===== src/rtl/adc_sp_pkg.sv =====
package adc_sp_pkg;

  // Frame controller states
  typedef enum logic [1:0] {
    ST_IDLE  = 2'd0,  // no frame open
    ST_SHIFT = 2'd1,  // frame open, line driven
    ST_HOLD  = 2'd2   // frame open, line floated until frame select rises
  } fr_state_e;

endpackage


===== src/rtl/adc_sp_rstsync.sv =====
module adc_sp_rstsync #(
  parameter int STAGES = 2
) (
  input  logic clk,
  input  logic arst_n,
  output logic rst_no
);

  logic [STAGES-1:0] chain_q;

  always_ff @(posedge clk or negedge arst_n) begin
    if (!arst_n) begin
      chain_q <= '0;
    end else begin
      chain_q <= {chain_q[STAGES-2:0], 1'b1};
    end
  end

  assign rst_no = chain_q[STAGES-1];

endmodule


===== src/rtl/adc_sp_sync.sv =====
module adc_sp_sync #(
  parameter int             WIDTH   = 2,
  parameter int             STAGES  = 2,
  parameter logic [WIDTH-1:0] RST_VAL = '0
) (
  input  logic             clk,
  input  logic             rst_n,
  input  logic [WIDTH-1:0] d,
  output logic [WIDTH-1:0] q
);

  logic [WIDTH-1:0] stage_q [STAGES];

  always_ff @(posedge clk or negedge rst_n) begin
    if (!rst_n) begin
      for (int i = 0; i < STAGES; i++) begin
        stage_q[i] <= RST_VAL;
      end
    end else begin
      stage_q[0] <= d;
      for (int i = 1; i < STAGES; i++) begin
        stage_q[i] <= stage_q[i-1];
      end
    end
  end

  assign q = stage_q[STAGES-1];

endmodule


===== src/rtl/adc_sp_shadow.sv =====
module adc_sp_shadow #(
  parameter int RES_W = 12,
  parameter int PAD_W = 4
) (
  input  logic             clk,
  input  logic             rst_n,
  input  logic             load,
  input  logic             shift,
  input  logic [RES_W-1:0] din,
  output logic             msb
);

  localparam int FRAME_W = RES_W + PAD_W;

  logic [FRAME_W-1:0] sh_q, sh_d;
  logic               sh_en;

  // next-state
  always_comb begin
    sh_d  = sh_q;
    sh_en = load | shift;
    if (load) begin
      sh_d = {{PAD_W{1'b0}}, din};
    end else if (shift) begin
      sh_d = {sh_q[FRAME_W-2:0], 1'b0};
    end
  end

  // register with explicit enable
  always_ff @(posedge clk or negedge rst_n) begin
    if (!rst_n) begin
      sh_q <= '0;
    end else if (sh_en) begin
      sh_q <= sh_d;
    end
  end

  assign msb = sh_q[FRAME_W-1];

endmodule


===== src/rtl/adc_sp_ctrl.sv =====
module adc_sp_ctrl
  import adc_sp_pkg::*;
#(
  parameter int FRAME_W = 16
) (
  input  logic clk,
  input  logic rst_n,
  input  logic fs_s,      // synchronized frame select (active low)
  input  logic sck_s,     // synchronized serial clock
  input  logic busy,
  output logic load,
  output logic shift,
  output logic drive,
  output logic rej
);

  localparam int CNT_W = $clog2(FRAME_W);
  localparam int LAST  = FRAME_W - 1;

  fr_state_e        st_q, st_d;
  logic [CNT_W-1:0] cnt_q, cnt_d;
  logic             rej_q, rej_d;
  logic             fs_p_q, sck_p_q;
  logic             fs_fall, fs_rise, sck_rise;

  assign fs_fall  =  fs_p_q & ~fs_s;
  assign fs_rise  = ~fs_p_q &  fs_s;
  assign sck_rise = ~sck_p_q &  sck_s;

  // next-state
  always_comb begin
    st_d  = st_q;
    cnt_d = cnt_q;
    rej_d = rej_q;
    load  = 1'b0;
    shift = 1'b0;
    unique case (st_q)
      ST_IDLE: begin
        if (fs_fall) begin
          if (busy) begin
            st_d  = ST_HOLD;
            rej_d = 1'b1;
          end else begin
            st_d  = ST_SHIFT;
            rej_d = 1'b0;
            load  = 1'b1;
            cnt_d = '0;
          end
        end
      end
      ST_SHIFT: begin
        if (fs_rise) begin
          st_d = ST_IDLE;
        end else if (busy) begin
          st_d = ST_HOLD;
        end else if (sck_rise) begin
          if (cnt_q == CNT_W'(LAST)) begin
            st_d = ST_HOLD;
          end else begin
            shift = 1'b1;
            cnt_d = cnt_q + CNT_W'(1);
          end
        end
      end
      ST_HOLD: begin
        if (fs_rise) begin
          st_d = ST_IDLE;
        end
      end
      default: st_d = ST_IDLE;
    endcase
  end

  // registers
  always_ff @(posedge clk or negedge rst_n) begin
    if (!rst_n) begin
      st_q    <= ST_IDLE;
      cnt_q   <= '0;
      rej_q   <= 1'b0;
      fs_p_q  <= 1'b1;
      sck_p_q <= 1'b0;
    end else begin
      st_q    <= st_d;
      cnt_q   <= cnt_d;
      rej_q   <= rej_d;
      fs_p_q  <= fs_s;
      sck_p_q <= sck_s;
    end
  end

  assign drive = (st_q == ST_SHIFT);
  assign rej   = rej_q;

endmodule


===== src/rtl/adc_serial_port.sv =====
module adc_serial_port #(
  parameter int RES_W       = 12,
  parameter int PAD_W       = 4,
  parameter int SYNC_STAGES = 2
) (
  input  logic             clk,
  input  logic             rst_n,
  input  logic             fs_n,
  input  logic             sck,
  input  logic             conv_busy,
  input  logic [RES_W-1:0] result,
  output logic             sdo,
  output logic             sdo_oe,
  output logic             rejected
);

  localparam int FRAME_W = RES_W + PAD_W;

  logic       rst_i;
  logic [1:0] async_in, async_s;
  logic       load, shift, drive, sh_msb;

  adc_sp_rstsync #(.STAGES(SYNC_STAGES)) u_rst (
    .clk    (clk),
    .arst_n (rst_n),
    .rst_no (rst_i)
  );

  // bit 1: frame select (idle high), bit 0: serial clock (idle low)
  assign async_in = {fs_n, sck};

  adc_sp_sync #(
    .WIDTH   (2),
    .STAGES  (SYNC_STAGES),
    .RST_VAL (2'b10)
  ) u_sync (
    .clk   (clk),
    .rst_n (rst_i),
    .d     (async_in),
    .q     (async_s)
  );

  adc_sp_ctrl #(.FRAME_W(FRAME_W)) u_ctrl (
    .clk   (clk),
    .rst_n (rst_i),
    .fs_s  (async_s[1]),
    .sck_s (async_s[0]),
    .busy  (conv_busy),
    .load  (load),
    .shift (shift),
    .drive (drive),
    .rej   (rejected)
  );

  adc_sp_shadow #(.RES_W(RES_W), .PAD_W(PAD_W)) u_shadow (
    .clk   (clk),
    .rst_n (rst_i),
    .load  (load),
    .shift (shift),
    .din   (result),
    .msb   (sh_msb)
  );

  assign sdo_oe = drive;
  assign sdo    = sh_msb & drive;

endmodule


===== config.mk =====
export PLATFORM = sky130hd
export DESIGN_NAME = adc_serial_port
export DESIGN_NICKNAME = d
export VERILOG_FILES = /design/src/rtl/adc_sp_pkg.sv /design/src/rtl/adc_sp_rstsync.sv /design/src/rtl/adc_sp_sync.sv /design/src/rtl/adc_sp_shadow.sv /design/src/rtl/adc_sp_ctrl.sv /design/src/rtl/adc_serial_port.sv
export SDC_FILE = /design/constraint.sdc
export NUM_CORES = 1
export LEC_CHECK = 0
export ABC_AREA = 1
export BUFFER_PORTS_ARGS = -buffer_cell sky130_fd_sc_hd__buf_4
export CORE_UTILIZATION = 50
export DETAILED_ROUTE_END_ITERATION = 10
export HOLD_SLACK_MARGIN = 0.12
export PLACE_DENSITY = 0.76
export SYNTH_ARGS = -nofsm -noshare
export SYNTH_HDL_FRONTEND = slang
export SYNTH_SLANG_ARGS = --single-unit

===== constraint.sdc =====
create_clock -name clk -period 1.4 [get_ports clk]
set_clock_uncertainty 0.2 [all_clocks]
set_input_delay 0.28 -clock clk [delete_from_list [all_inputs] [get_ports clk]]
set_output_delay 0.28 -clock clk [all_outputs]
set_load 0.1 [all_outputs]

==> results of run 1 <==
[layer usage]
layer / global-route usage (%) / up-vias / routed length (µm) / part of all wire [%]
met5: 0 / - / 0 / 0
met4: 11.1 / 0 / 199 / 4.3
met3: 6.45 / 23 / 211 / 4.6
met2: 48.3 / 60 / 2530 / 55
met1: 32.6 / 766 / 1660 / 36
li1: - / 726 / - / -
[what timing repair did]
action | 4_1_cts | 5_1_grt
pin swaps | 4 | 10
endpoints found under the setup margin | 26 | 28
hold endpoints to repair | 42 | 0
hold buffers | 17 | 0
setup buffers | 8 | 5
cloned | 3 | 1
gates resized for setup | 30 | 34
[flip-flops by register name (all words and copies together), names as in the netlist]
register,flops
u_sync.q,2
u_ctrl.sck_p_q,1
u_ctrl.rej,1
u_rst.chain_q,2
u_sync.stage_q,2
u_ctrl.cnt_q,4
u_ctrl.fs_p_q,1
u_ctrl.st_q,2
u_shadow.sh_q,16
[report_power, final]
| group | internal, mW | switching [mW] | total (mW) |
|---|---|---|---|
| registers | 1.10 | 0.147 | 1.25 |
| clock network | 0.200 | 0.311 | 0.510 |
| logic | 0.564 | 0.698 | 1.26 |
[cells in the final DEF, fill, tap and decap left out, types with 2 or more instances in the layout]
| cell | netlist | routed |
|---|---|---|
| buf_12 | 0 | 4 |
| buf_4 | 3 | 36 |
| buf_6 | 2 | 10 |
| clkbuf_1 | 0 | 3 |
| clkbuf_4 | 0 | 5 |
| dfrtp_1 | 28 | 28 |
| dfstp_2 | 3 | 3 |
| dlygate4sd3_1 | 0 | 17 |
| inv_1 | 8 | 6 |
| inv_2 | 2 | 2 |
| inv_4 | 0 | 2 |
| nand2_1 | 67 | 57 |
| nand2_2 | 3 | 8 |
| nand2_4 | 1 | 5 |
| nand3_1 | 33 | 28 |
| nand3_2 | 0 | 4 |
| nand3_4 | 1 | 2 |
| nor2_1 | 16 | 8 |
| nor2_2 | 0 | 3 |
| nor2_4 | 2 | 7 |
| o21ai_1 | 6 | 5 |
| o21ai_2 | 0 | 3 |
[layout make-up]
type | count | area (µm²)
Clock buffer | 8 | 48.8
Fill cell | 150 | 405
Inverter | 11 | 50.0
Multi-Input combinational cell | 136 | 782
Sequential cell | 31 | 779
Tap cell | 31 | 38.8
Timing Repair Buffer | 70 | 701
[stage by stage]
step           power (mW)  cell area (µm²)
6_report             3.02             2400
5_1_grt              3.17             2400
4_1_cts              2.82             2260
3_5_place_dp         2.11             1810
3_3_place_gp         2.07             1810
2_1_floorplan        1.86             1530
[kinds of logic after synthesis]
logic type	after synthesis	synth area share, %
AND/OR/NAND/NOR	123	36.4
flip-flops	31	51.9
buffers and inverters	19	6.74
AO/OA/AOI/OAI	10	3.33
XOR/XNOR	1	0.583
adder cells (fa/ha/maj)	1	0.833
other	1	0.250
[how the worst max path moves through the flow]
stage / startpoint / end / slack (ps) / cells after the start
2_1_floorplan: u_ctrl.st_q[1] / u_ctrl.cnt_q[2] / -230 / 7
3_3_place_gp: u_ctrl.fs_p_q / u_shadow.sh_q[5] / -100 / 6
3_5_place_dp: u_ctrl.fs_p_q / u_shadow.sh_q[4] / -140 / 6
4_1_cts: u_ctrl.st_q[1] / sdo / -260 / 4
5_1_grt: u_ctrl.st_q[1] / u_shadow.sh_q[0] / -380 / 8
6_report: u_ctrl.st_q[1] / u_shadow.sh_q[0] / -330 / 8
[critical path: stages, from the launching register on]
cell     delay [ps]
dfrtp_1         400
inv_2            90
nand2_4          80
buf_4           150
nor2_4          130
nand3_4         190
buf_6           210
nand3_1          90
nand2_1          80
[synth_stat cells]
cell | instances | area (µm²)
a21oi_1 | 1 | 5.00
buf_2 | 3 | 15.0
buf_4 | 3 | 22.5
buf_6 | 2 | 22.5
clkinv_1 | 1 | 3.75
conb_1 | 1 | 3.75
dfrtp_1 | 28 | 701
dfstp_2 | 3 | 78.8
ha_1 | 1 | 12.5
inv_1 | 8 | 30.0
inv_2 | 2 | 7.51
nand2_1 | 67 | 251
nand2_2 | 3 | 18.8
nand2_4 | 1 | 11.3
nand3_1 | 33 | 165
nand3_4 | 1 | 17.5
nor2_1 | 16 | 60.1
nor2_4 | 2 | 22.5
o21ai_0 | 3 | 15.0
o21ai_1 | 6 | 30.0
xor2_1 | 1 | 8.76
==> impl_results.md, run 1 <==
- Outcome: complete, but fails checks
- Failing checks: negative setup slack
- Hold EP: u_sync.q[0]
- Initial antenna violation count: 0
- ANT nets after route: 0
- Synth cell types: 21
- Io pins: 20
- Fraction of layout cells with a size suffix above 1: slightly below 40%
- Final Max Tran Viols: 0
- Residual DRC: 0
- CTS tree: built
- First-pass GRT wire length: roughly 6.7 mm
- Synthesized area per cell: between 8 and 9 µm²
- RSZ-0062 raised after global routing: yes
- Setup crit start kind: flip-flop
- Worst hold margin: 155 ps
- Post-synthesis sequential area ratio: 51.9%
- Non-filler instance count after layout: ~290
- Clock Root Buffer: clkbuf_4
- CTS Buf Count: 5
- Row count: 19
- Synthesized area: between 1500 and 2000 µm²
- Worst setup EP type: flip-flop
- Latest clock arrival within the worst-skew pair: 350 ps
- Post-Place Cells: about 250
- Clk sinks: 31
- Core area: 2810 µm²
- Layout area overhead: 59.7%
- Die area: ~3200 µm²
- NumNets Final: approximately 270
- YS warnings: 0
- Pre-antenna DRT Iters: 4
- Net Count, Synth: between 200 and 250
- PortBufs: 19
- Req. time, crit path: between 1000 and 1500 ps
- R2R Setup Slk: -330 ps
- Hold Path Cell Cnt: 0
- Initial DRC count: 100
- Reg-to-Reg Start: u_ctrl.st_q[1]
- Setup WS pre-CTS: -136 ps
- Fmax: between 500 and 600 MHz
- Final period utilization: 124%
- Hold Crit Start: u_sync.stage_q[2]
- Max clock buf depth: 2
- Worst-path clk slew: ~90 ps
- Starting Density: between 50% and 60%
- Seq cells post-synth: 31
- HPWL Detailed: 2.23 mm
- GR Overflow Total: 0
- Leak: between 1 and 1.5 nW
- Crit Path Max Fanout: 11
- Die X: 56.8 µm
- Overall Global Routing Usage: around 28%
- Max IR drop VDD: 0.921 mV
- Detail-routed via count per cell: between 5 and 6
- FF-to-FF path depth: 8
- Final critical-path required period: between 1500 and 2000 ps
- PwrDens: 1260 nW/µm²
- Max-cap viol count: 0
- Syn Inst Count: 186
- Setup violators final: 26
- H-Tree Depth: 2
- Type of the worst setup path: reg -> reg
- Largest net degree at the start of global routing: 30
- Vias in the first global route: 1509
- Hold Crit Class: reg -> reg
- Final Hold Vio Count: 0
- WL/cell: between 15 and 20 µm
- WL final: between 4 and 5 mm
- Gpl congestion: about 0.81
- Worst R2R End: u_shadow.sh_q[0]
- Setup ws final: -330 ps
- Final Util: a little under nine tenths
- Total number of vias: 1575
- N_diodes: 0
- Setup tns final: -5960 ps
- Chip height: 56.8 µm
- Data arrival, critical path: between 1500 and 2000 ps
No activity file was read; power rests on OpenSTA's default activity.
==> run 2: changes to the inputs <==
--- a/config.mk
+++ b/config.mk
@@ -11,6 +11,7 @@
 export DETAILED_ROUTE_END_ITERATION = 10
 export HOLD_SLACK_MARGIN = 0.12
 export PLACE_DENSITY = 0.76
+export SKIP_LAST_GASP = 1
 export SYNTH_ARGS = -nofsm -noshare
 export SYNTH_HDL_FRONTEND = slang
 export SYNTH_SLANG_ARGS = --single-unit
==> impl_results.md, run 2 (synthesis gave the netlist of run 1 again) <==
- NumNets Final: 273 (unchanged)
- Setup violators final: 26 (unchanged)
- Fraction of layout cells with a size suffix above 1: 38.7% (-0.39 points)
- Row count: 19 (unchanged)
- Residual DRC: 0 (unchanged)
- Largest net degree at the start of global routing: 30 (unchanged)
- P_sw: 1.15 mW (-0.37%)
- Total chip power: 3.01 mW (-0.24%)
- Hold Path Cell Cnt: 0 (unchanged)
- Sw Share: 38.2% (-0.050 points)
- Data arrival, critical path: 1750 ps (about the same)
- First-pass GRT wire length: 6.68 mm (unchanged)
- Max reg flops: 16 (unchanged)
- H-Tree Depth: 2 (unchanged)
- Detail-routed via count per cell: 5.63 (+2.6%)
- Die area: 3230 µm² (unchanged)
- Part of the power in the clock network: 16.9% (about the same)
- Hold EP: u_sync.q[0]
- Max clock buf depth: 2 (unchanged)
- WL final: 4.53 mm (-1.7%)
- Die X: 56.8 µm (unchanged)
- Largest regs: u_shadow.sh_q (16), u_ctrl.cnt_q (4)
- Initial DRC count: 71 (-29%)
- Reg power frac: 41.3% (about the same)
- Req. time, crit path: 1430 ps (about the same)
- Biggest register: u_shadow.sh_q
- Comb pwr share: 41.8% (about the same)
- Internal power: 1.86 mW (-0.17%)
- Final Hold Vio Count: 0 (unchanged)
- Chip height: 56.8 µm (unchanged)
- Final period utilization: 123% (-0.93 points)
- Setup ws final: -317 ps (+13.0 ps)
- R2R Setup Slk: -320 ps (about the same)
- Clock Root Buffer: clkbuf_4
- Post-DP Area: 1810 µm² (unchanged)
- RSZ-0062 raised after global routing: yes
- Hold Crit Start: u_sync.stage_q[2]
- Hold Crit Class: reg -> reg
- Core area: 2810 µm² (unchanged)
- Clk sinks: 31 (unchanged)
- Outcome: complete, but fails checks
- Setup WS pre-CTS: -136 ps (unchanged)
- Commonest non-fill, non-tap cell in the layout: nand2_1
- Leading cell types in the layout, fill and taps excluded: nand2_1 (58), buf_4 (36), nand3_1 (28), dfrtp_1 (28), dlygate4sd3_1 (17)
- Worst-path clk slew: 90 ps (about the same)
- Worst R2R End: u_shadow.sh_q[0]
- Reg-to-Reg Start: u_ctrl.st_q[1]
- PwrDens: 1260 nW/µm² (-0.14%)
- Latest clock arrival within the worst-skew pair: 350 ps (about the same)
- Io pins: 20 (unchanged)
- CTS Buf Count: 5 (unchanged)
- Final Max Tran Viols: 0 (unchanged)
- Worst setup EP type: flip-flop
- GR Overflow Total: 0 (unchanged)
- PortBufs: 19 (unchanged)
- Leak: 1.21 nW (about the same)
- FF-to-FF path depth: 8 (unchanged)
- Fmax: 582 MHz (+0.76%)
- Final Util: 85.5% (-0.089 points)
- N_diodes: 0 (unchanged)
- Starting Density: 53.6% (unchanged)
- Overall Global Routing Usage: 27.6% (unchanged)
- Total number of vias: 1616 (+2.6%)
- Layout area overhead: 59.5%
- Type of the worst setup path: reg -> reg
- Gpl congestion: 0.809 (unchanged)
- Vias in the first global route: 1509 (unchanged)
- Max-cap viol count: 0 (unchanged)
- Max IR drop VDD: 0.917 mV (-0.44%)
- Setup tns final: -5750 ps (+217 ps)
- HPWL Detailed: 2.23 mm (unchanged)
- CTS tree: built
- ANT nets after route: 0 (unchanged)
- Setup crit start kind: flip-flop
- Design area: 2400 µm² (-0.10%)
- Pre-antenna DRT Iters: 4 (unchanged)
- Final critical-path required period: 1720 ps (-13.0 ps)
- Crit Path Max Fanout: 11 (unchanged)
- Failing checks: negative setup slack
- WL/cell: 15.8 µm (-1.7%)
- Initial antenna violation count: 0 (unchanged)
-- run 2: area by class of cell --
cell class	instances	area, µm²
tap	31	38.8
inverter	11	50.0
multi-input combinational	136	779
timing repair buffer	70	701
sequential	31	779
clock buffer	8	48.8
fill	149	408
-- run 2: worst max-delay path, stage by stage, from the launching register on --
cell     delay [ps]
dfrtp_1         400
inv_2            80
nand2_4          80
buf_4           150
nor2_4          130
nand3_4         190
buf_6           210
nand3_1          90
nand2_1          80
-- run 2: worst max path at each step --
| stage | start | end | slack, ps |
|---|---|---|---|
| after floorplan | u_ctrl.st_q[1] | u_ctrl.cnt_q[2] | -230 |
| after global routing | u_ctrl.st_q[1] | u_shadow.sh_q[0] | -380 |
| final | u_ctrl.st_q[1] | u_shadow.sh_q[0] | -320 |
| after detailed placement | u_ctrl.fs_p_q | u_shadow.sh_q[4] | -140 |
| after global placement | u_ctrl.fs_p_q | u_shadow.sh_q[5] | -100 |
| after CTS | u_ctrl.st_q[1] | sdo | -260 |
-- run 2: power groups by stage --
stage,Sequential (mW),Clock (mW),Combinational [mW]
CTS,1.21,0.505,1.10
detailed placement,1.23,0,0.885
finish,1.24,0.508,1.26
floorplan,1.33,0,0.528
global route,1.26,0.555,1.35
global placement,1.22,0,0.849
-- run 2: per-stage QoR --
step                hold slack (ps)  instances
finish                          154        287
global route                    167        287
CTS                             154        284
detailed placement             -135        248
global placement               -138        248
floorplan                      -216        186
-- run 2: repair_timing --
item                                    4_1_cts  5_1_grt
buffers inserted                              8        5
gates cloned                                  3        1
endpoints found under the hold margin        42        0
resized for setup                            30       33
hold buffers                                 17        0
pin swaps                                     4       10
endpoints found under the setup margin       26       28
-- run 2: per-layer routing --
layer	GRT usage, %	wire, µm
met5	0	0
met4	11.1	214
met3	6.45	326
met2	48.3	2470
met1	32.6	1520
==> run 3: changes to the inputs <==
--- a/config.mk
+++ b/config.mk
@@ -10,7 +10,7 @@
 export CORE_UTILIZATION = 50
 export DETAILED_ROUTE_END_ITERATION = 10
 export HOLD_SLACK_MARGIN = 0.12
-export PLACE_DENSITY = 0.76
+export PLACE_DENSITY = 0.81
 export SKIP_LAST_GASP = 1
 export SYNTH_ARGS = -nofsm -noshare
 export SYNTH_HDL_FRONTEND = slang
==> impl_results.md, run 3 (synthesis gave the netlist of run 1 again) <==
- Post-DP Area: 1860 µm² (+2.8%)
- CP max stage cell: dfstp_2
- Final period utilization: 121% (-1.6 points)
- H-Tree Depth: 2 (unchanged)
- Final Max Tran Viols: 0 (unchanged)
- Biggest register: u_shadow.sh_q
- Comb pwr share: 39.8% (-2.0 points)
- Vias in the first global route: 1641 (+8.7%)
- Reg-to-Reg Start: u_ctrl.fs_p_q
- FF-to-FF path depth: 8 (unchanged)
- Crit Path Max Fanout: 6 (-5)
- Max reg flops: 16 (unchanged)
- Die area: 3230 µm² (unchanged)
- Sw Share: 38.1% (-0.17 points)
- Clk sinks: 31 (unchanged)
- Setup violators final: 26 (unchanged)
- Cell-by-cell trace of the critical path: nand2_2 -> nor2_4 -> nand2_4 -> buf_12 -> nand2_2 -> nand2_1 -> nand2_1 -> nand2_1
- PwrDens: 1300 nW/µm² (+3.7%)
- Latest clock arrival within the worst-skew pair: 340 ps (about the same)
- Gpl congestion: 0.816 (+0.87%)
- GR Overflow Total: 0 (unchanged)
- Die X: 56.8 µm (unchanged)
- Crit. Startpoint: u_ctrl.fs_p_q
- Initial DRC count: 45 (-37%)
- Part of the power in the clock network: 19.8% (+2.9 points)
- RSZ-0062 raised after global routing: yes
- Commonest non-fill, non-tap cell in the layout: nand2_1
- Chip height: 56.8 µm (unchanged)
- N_diodes: 0 (unchanged)
- Row count: 19 (unchanged)
- Max IR drop VDD: 1.08 mV (+17%)
- Type of the worst setup path: reg -> reg
- Final Hold Vio Count: 0 (unchanged)
- Setup crit start kind: flip-flop
- WL/cell: 16.6 µm (+5.4%)
- Starting Density: 53.6% (unchanged)
- Failing checks: negative setup slack
- Worst path most repeated cell: nand2_1
- CTS Buf Count: 5 (unchanged)
- Leak: 1.21 nW (+0.34%)
- Total number of vias: 1555 (-3.8%)
- NumNets Final: 272 (-0.37%)
- P_sw: 1.19 mW (+3.6%)
- Worst R2R End: u_shadow.sh_q[2]
- Layout area overhead: 60.0%
- Largest net degree at the start of global routing: 30 (unchanged)
- Residual DRC: 0 (unchanged)
- Worst setup EP type: flip-flop
- Internal power: 1.94 mW (+4.4%)
- First-pass GRT wire length: 7.47 mm (+12%)
- Worst setup path endpoint: u_shadow.sh_q[2]
- CTS tree: built
- Fraction of layout cells with a size suffix above 1: 39.2% (+0.54 points)
- Outcome: complete, but fails checks
- Setup ws final: -295 ps (+22.5 ps)
- Crit path largest cell delay: 600 ps (+200 ps)
- Req. time, crit path: 1430 ps (about the same)
- Max clock buf depth: 2 (unchanged)
- Fmax: 590 MHz (+1.3%)
- Worst-path clk slew: 110 ps (+20 ps)
- Core area: 2810 µm² (unchanged)
- Pre-antenna DRT Iters: 4 (unchanged)
- Io pins: 20 (unchanged)
- Data arrival, critical path: 1730 ps (-20 ps)
- ANT nets after route: 0 (unchanged)
- Design area: 2400 µm² (+0.31%)
- PortBufs: 19 (unchanged)
- Clock Root Buffer: clkbuf_4
- R2R Setup Slk: -290 ps (+20 ps)
- Setup tns final: -5390 ps (+356 ps)
- Largest regs: u_shadow.sh_q (16), u_ctrl.cnt_q (4)
- Detail-routed via count per cell: 5.44 (-3.4%)
- Leading cell types in the layout, fill and taps excluded: nand2_1 (53), buf_4 (32), nand3_1 (29), dfrtp_1 (28), dlygate4sd3_1 (17)
- Overall Global Routing Usage: 31.8% (+4.2 points)
- Max-cap viol count: 0 (unchanged)
- HPWL Detailed: 2.44 mm (+9.1%)
- Final critical-path required period: 1690 ps (-22.5 ps)
- Reg power frac: 40.4% (-0.9 points)
- Hold Crit Class: reg -> reg
- Initial antenna violation count: 0 (unchanged)
- WL final: 4.75 mm (+5.0%)
[run 3: cell count changes in the layout (fill, tap and decap cells not counted), sizes merged]
cell    previous run  this run
clkbuf             9         8
inv               10         9
nand2             71        72
buf               52        51
clkinv             0         1
[run 3: final cells by class]
class	count	area, µm²
fillers	154	400
repair buffers	68	688
inverters	11	47.5
multi-input cells	137	782
well taps	31	38.8
flip-flops and latches	31	779
clock buffers	8	68.8
[run 3: per-layer routing]
metal  wire length [µm]  vias to the layer above  global-route usage [%]
li1                   -                      728                       -
met1               1750                      765                    31.9
met2               2730                       48                    59.5
met3                138                       14                    8.06
met4                134                        0                    17.1
met5                  0                        -                       0
[run 3: metrics by stage]
step | std cells | hold slack (ps) | total power, mW | worst slack (ps) | util, %
2_1_floorplan | 186 | -216 | 1.86 | -229 | -
3_3_place_gp | 253 | -138 | 2.10 | -98.6 | 66.3
3_5_place_dp | 253 | -137 | 2.17 | -156 | 66.3
4_1_cts | 285 | 162 | 3.00 | -282 | 83.1
5_1_grt | 286 | 170 | 3.30 | -354 | 85.7
6_report | 286 | 158 | 3.13 | -295 | 85.7
[run 3: critical path, delay by kind of cell, from the launching register on]
kind | cells | cell delay, ps
flip-flops | 1 | 600
buffers and inverters | 1 | 170
AND/OR/NAND/NOR | 7 | 620
[run 3: power by group through the flow]
stage / clock [mW] / combinational [mW] / sequential (mW)
after CTS: 0.611 / 1.15 / 1.24
final: 0.621 / 1.25 / 1.27
after detailed placement: 0 / 0.944 / 1.23
after floorplan: 0 / 0.528 / 1.33
after global routing: 0.679 / 1.34 / 1.28
after global placement: 0 / 0.881 / 1.22
[run 3: worst min-delay path by stage]
| stage | to | start | slack [ps] | cells after the start |
|---|---|---|---|---|
| after floorplan | u_rst.chain_q[0] | rst_n | -220 | 0 |
| after global placement | u_rst.chain_q[0] | rst_n | -140 | 1 |
| after detailed placement | u_rst.chain_q[0] | rst_n | -140 | 1 |
| after global routing | u_ctrl.rej | conv_busy | 170 | 4 |
| after CTS | u_rst.chain_q[1] | u_rst.chain_q[0] | 160 | 0 |
| final | u_rst.chain_q[1] | u_rst.chain_q[0] | 160 | 0 |
[run 3: what timing repair did]
item / in CTS / in global routing
endpoints found under the setup margin: 26 / 29
gates resized for setup: 41 / 16
cloned: 3 / 0
hold buffers: 17 / 0
buffers inserted: 4 / 1
hold endpoints to repair: 42 / 0
pin swaps: 11 / 5
